File: src/rtl/burst_seq_pkg.sv
package burst_seq_pkg;

  // Strobes passed from the control decode to the offset datapath.
  typedef struct packed {
    logic load;        // capture a new start offset and order
    logic step;        // advance to the next beat
    logic interleave;  // order to capture on load: 1 interleaved, 0 linear
  } seqStrobes_t;

endpackage

File: src/rtl/burst_seq_ctrl.sv
module burst_seq_ctrl #(
  parameter bit USE_ORDER_PIN = 1'b1
) (
  input  logic                       clk,
  input  logic                       rstN,
  input  logic                       loadStrobe,
  input  logic                       advN,
  input  logic                       orderSel,
  output burst_seq_pkg::seqStrobes_t strobes
);

  logic orderEff;

  generate
    if (USE_ORDER_PIN) begin : g_orderPin
      assign orderEff = orderSel;
    end else begin : g_orderTied
      // An unused pin behaves as if pulled high: interleaved order.
      assign orderEff = 1'b1;
    end
  endgenerate

  always_comb begin
    strobes            = '0;
    strobes.load       = loadStrobe;
    strobes.step       = !advN && !loadStrobe;  // a load wins over advance
    strobes.interleave = orderEff;
  end

  // a load never goes out together with a step
  assert_load_priority_R5: assert property (@(posedge clk) disable iff (!rstN)
    loadStrobe |-> (strobes.load && !strobes.step));

  // the tied variant always asks for interleaved order
  assert_tied_order_R9: assert property (@(posedge clk) disable iff (!rstN)
    (!USE_ORDER_PIN) |-> strobes.interleave);

endmodule

File: src/rtl/burst_seq_datapath.sv
module burst_seq_datapath #(
  parameter int OFFS_W = 2
) (
  input  logic                       clk,
  input  logic                       rstN,
  input  burst_seq_pkg::seqStrobes_t strobes,
  input  logic [OFFS_W-1:0]          loadValue,
  output logic [OFFS_W-1:0]          offsetO
);

  logic [OFFS_W-1:0] startReg;
  logic [OFFS_W-1:0] beatReg;
  logic              orderReg;
  logic [OFFS_W-1:0] nextBeat;

  assign nextBeat = beatReg + 1'b1;  // wraps naturally at 2**OFFS_W

  always_ff @(posedge clk) begin
    if (!rstN) begin
      startReg <= '0;
      beatReg  <= '0;
      orderReg <= 1'b1;
    end else if (strobes.load) begin
      startReg <= loadValue;
      beatReg  <= '0;
      orderReg <= strobes.interleave;
    end else if (strobes.step) begin
      beatReg  <= nextBeat;
    end
  end

  always_comb begin
    if (orderReg) offsetO = startReg ^ beatReg;
    else          offsetO = startReg + beatReg;
  end

  // a load shows its value on the following cycle
  assert_load_value_R2: assert property (@(posedge clk) disable iff (!rstN)
    strobes.load |=> (offsetO == $past(loadValue)));

  // no load and no step holds the offset
  assert_hold_R4: assert property (@(posedge clk) disable iff (!rstN)
    (!strobes.load && !strobes.step) |=> $stable(offsetO));

  // the captured order changes only on a load
  assert_order_kept_R8: assert property (@(posedge clk) disable iff (!rstN)
    !strobes.load |=> $stable(orderReg));

  // a linear step adds one to the offset
  assert_linear_step_R7: assert property (@(posedge clk) disable iff (!rstN)
    (strobes.step && !orderReg) |=> (offsetO == OFFS_W'($past(offsetO) + 1'b1)));

  // an interleaved step flips exactly the bits that change in the beat count
  assert_interleave_step_R6: assert property (@(posedge clk) disable iff (!rstN)
    (strobes.step && orderReg) |=>
      ((offsetO ^ $past(offsetO)) == ($past(beatReg) ^ $past(nextBeat))));

  // the beat count wraps to zero after the last beat
  assert_wrap_R3: assert property (@(posedge clk) disable iff (!rstN)
    (strobes.step && (beatReg == {OFFS_W{1'b1}})) |=> (beatReg == '0));

endmodule

File: src/rtl/burst_offset_seq.sv
module burst_offset_seq #(
  parameter int OFFS_W        = 2,
  parameter bit USE_ORDER_PIN = 1'b1
) (
  input  logic              clk,
  input  logic              rstN,
  input  logic              loadStrobe,
  input  logic [OFFS_W-1:0] loadValue,
  input  logic              advN,
  input  logic              orderSel,
  output logic [OFFS_W-1:0] offset
);

  burst_seq_pkg::seqStrobes_t strobes;

  burst_seq_ctrl #(.USE_ORDER_PIN(USE_ORDER_PIN)) i_ctrl (
    .clk        (clk),
    .rstN       (rstN),
    .loadStrobe (loadStrobe),
    .advN       (advN),
    .orderSel   (orderSel),
    .strobes    (strobes)
  );

  burst_seq_datapath #(.OFFS_W(OFFS_W)) i_datapath (
    .clk       (clk),
    .rstN      (rstN),
    .strobes   (strobes),
    .loadValue (loadValue),
    .offsetO   (offset)
  );

  // the offset is zero on the first cycle after reset
  assert_reset_zero_R1: assert property (@(posedge clk)
    !rstN |=> (offset == '0));

endmodule

File: config.mk
export PLATFORM = sky130hd
export DESIGN_NAME = burst_offset_seq
export DESIGN_NICKNAME = d
export VERILOG_FILES = /design/src/rtl/burst_seq_pkg.sv /design/src/rtl/burst_seq_ctrl.sv /design/src/rtl/burst_seq_datapath.sv /design/src/rtl/burst_offset_seq.sv
export SDC_FILE = /design/constraint.sdc
export NUM_CORES = 1
export LEC_CHECK = 0
export CAP_MARGIN = 20
export CORE_AREA = 2 2 39 41
export DETAILED_ROUTE_END_ITERATION = 8
export DIE_AREA = 0 0 41 43
export PLACE_DENSITY_LB_ADDON = 0.25
export SLEW_MARGIN = 20
export SYNTH_ARGS = -nofsm -noshare
export SYNTH_HDL_FRONTEND = slang
export SYNTH_SLANG_ARGS = --single-unit
File: constraint.sdc
create_clock -name clk -period 0.9 [get_ports clk]
set_clock_uncertainty 0.15 [all_clocks]
set_input_delay 0.135 -clock clk [delete_from_list [all_inputs] [get_ports clk]]
set_output_delay 0.135 -clock clk [all_outputs]
set_load 0.02 [all_outputs]
==> results of run 1 <==
==> per-layer routing <==
metal  track usage, %  vias to the layer above  share of wire [%]
li1                 -                      102                  -
met1             6.47                       93                 38
met2             10.6                        5                 55
met3             3.14                        0                6.9
met4             4.00                        0                  0
met5                0                        -                  0
==> final timing paths <==
kind	to	slack (ns)	cells past startpoint
worst min register to register	i_datapath.orderReg$_SDFFE_PN1P_	0.39	2
worst max register to register	i_datapath.beatReg[1]$_SDFFE_PP0P_	-0.22	5
worst max-delay path	offset[1]	-0.52	4
worst min-delay path	i_datapath.orderReg$_SDFFE_PN1P_	0.25	3
==> placed cells by master, fill, tap and decap left out, types with 2 or more instances in the layout <==
master	Yosys	routed
buf_4	0	3
buf_6	0	3
clkbuf_4	0	3
clkdlybuf4s50_1	0	5
dfxtp_1	5	2
dfxtp_2	0	3
mux2i_1	3	3
nor2b_1	3	2
nor2b_4	1	2
==> kinds of logic after synthesis <==
logic type | synth area share, %
adders and majority gates | 5.29
xor gates and xnor gates | 11.1
DFF | 42.3
and+or+nand+nor | 27.0
buffers and inverters | 1.59
muxes | 12.7
==> metrics by stage <==
step | setup TNS, ns | cells
after floorplan | -0.269 | 22
after global placement | -2.95 | 48
after detailed placement | -3.03 | 48
after CTS | -1.27 | 53
after global routing | -1.38 | 53
final | -1.19 | 53
==> registers in the layout, indices dropped and copies added (netlist names) <==
| register | flops |
|---|---|
| i_datapath.beatReg | 2 |
| i_datapath.orderReg | 1 |
| i_datapath.startReg | 2 |
==> repair_timing <==
action | 4_1_cts | 5_1_grt
pin swaps | 5 | 2
gates resized for setup | 15 | 0
setup buffers | 1 | 0
endpoints found under the setup margin | 7 | 4
==> power breakdown <==
part / internal (mW) / switching [mW] / leakage, nW
Clock: 0.167 / 0.0889 / 0.0150
Combinational: 0.0799 / 0.0447 / 0.118
Sequential: 0.235 / 0.0104 / 0.0423
Total: 0.482 / 0.144 / 0.176
==> synth_stat cells <==
| master | number |
|---|---|
| nand2b_1 | 1 |
| nor2_1 | 1 |
| ha_1 | 1 |
| clkbuf_1 | 1 |
| mux2i_1 | 3 |
| nor2b_1 | 3 |
| nor2b_4 | 1 |
| nor3_2 | 1 |
| xnor2_1 | 3 |
| and2b_1 | 1 |
| nand2_1 | 1 |
| dfxtp_1 | 5 |
==> critical path: cells and delay by family, from the launching register on <==
family / cells / cell delay, ns
adders and majority gates: 1 / 0.12
and+or+nand+nor: 1 / 0.18
DFF: 1 / 0.34
buffers and inverters: 1 / 0.13
xor gates and xnor gates: 1 / 0.13
==> area by class of cell <==
class / count / area share, %
sequential: 5 / 23.4
multi-input combinational: 16 / 40.3
clock buffer: 4 / 5.92
tap: 16 / 4.51
timing repair buffer: 12 / 25.9
==> summary.txt, run 1 <==
Drt
  – Post-DRT Antenna Nets: 0
  – Vias: 200
  – Routed vias/inst: 3.77
  – Detailed Route Iter0 Violations: 3
  – WL/cell: ~8.4 um
  – Residual DRC: 0
  – WL final: roughly 450 um
  – Pre-antenna DRT Iters: 3

Setup path
  – FF-to-FF Start: i_datapath.beatReg[0]$_SDFFE_PP0P_
  – Crit Path Max Fanout: 2
  – Crit end category: output port
  – CP Launch Type: flop
  – CP startpoint: i_datapath.beatReg[0]$_SDFFE_PP0P_
  – Max incr delay on CP: 0.34 ns
  – Critical Path, Cell by Cell: ha_4 -> nor2b_4 -> xnor2_4 -> buf_6
  – Critical path type: reg -> out
  – Slowest cell on the critical path: dfxtp_2
  – Crit path DAT: approximately 1.1 ns
  – WP data required: roughly 0.61 ns

Floorplanning
  – Die ar.: about 0.0018 mm^2
  – Site Rows: 14
  – Initial Utilization: 17.1%
  – Horiz. Die Dim: roughly 41 um
  – I/O Pins: 9
  – Core footprint: around 0.0014 mm^2
  – Die Height: ~43 um

STA
  – Slew margin rel.: between 80% and 90%
  – Final period util: 158%
  – Fin worst setup slack: -0.523 ns
  – Max Slew Vio Count: 0
  – Fmax: between 700 and 800 MHz
  – Hold Slack: about 0.25 ns
  – RSZ-0062 raised after global routing: true
  – Hold Vio Cnt, Final: 0
  – Final setup fails: 4
  – Minimum clock period: approximately 1.4 ns
  – Worst-Margin Slew: approximately 0.29 ns

Placed design
  – RD Place Congestion: approximately 0.66
  – Placement Setup Slack: -0.774 ns
  – Port Buf Inserts: 8
  – Post-DP Area: ~400 um^2

Finish
  – # diodes: 0
  – Ratio of cells with drive above 1 in the final layout: a little under 50%
  – Nets: between 40 and 50
  – P&R area growth vs syn: 87.8%
  – Fill count: between 150 and 200
  – Post-layout util: between 30% and 40%
  – Footprint of the multi-input gates: ~180 um^2
  – Design Area, Final: approximately 440 um^2
  – Register Area: 104 um^2

Global route
  – First-pass GRT wire length: ~770 um
  – Number of global-route vias before repair: between 200 and 250
  – Initial antenna violation count: 0
  – Tot GR Track Use: 6.64%
  – GRT Residual Overflow: 0
  – Largest net degree at the start of global routing: 5

Synth
  – Synth unique cells: 12
  – Cell Area, Synth: approximately 240 um^2
  – Largest area contributor in the netlist: dfxtp_1
  – Cells after Synth: 22
  – Yosys warnings: 0
  – Fraction of the yosys area taken by sequential cells: 42.3%
  – Syn nets: 30
  – Yosys top cell area share: between 40% and 50%
  – Largest cells by area after synthesis: dfxtp_1 42%, mux2i_1 13%, xnor2_1 11%
  – Mean post-synth cell area: between 10 and 15 um^2
  – Synth Register Bits: 5

Power and ir drop
  – Pwr dens: about 1400 mW/mm^2
  – Peak supply drop: 0.000652 V
  – Pwr Total: around 0.63 mW
  – Leak pwr: approximately 0.18 nW

Hold path
  – HP Class: in -> reg
  – Hold wc startpoint: loadStrobe

Status
  – Status: finished, violations left
  – Failing checks: negative setup slack

Clock network
  – CTS Root Cell: clkbuf_4
  – H-tree levels: 1
  – Clk slew on worst S/H paths: approximately 0.040 ns
  – Clock sink count: 5
  – CTS Buffer Depth: 2
  – Worst-Skew Late Latency: between 0.2 and 0.25 ns
  – Number of buffers created by CTS: 3
  – CTS tree: done
  – Post-CTS Hold Fix Bufs: 0

Job
  – Max Cap Viol: 0
Note: power is estimated with default switching activity, not from simulation.
==> run 2, diff against run 1 <==
- CTS_CLUSTER_SIZE: unset -> 8
==> results of run 2 <==
No change in the layout: final DEF, timing and power equal those of run 1.
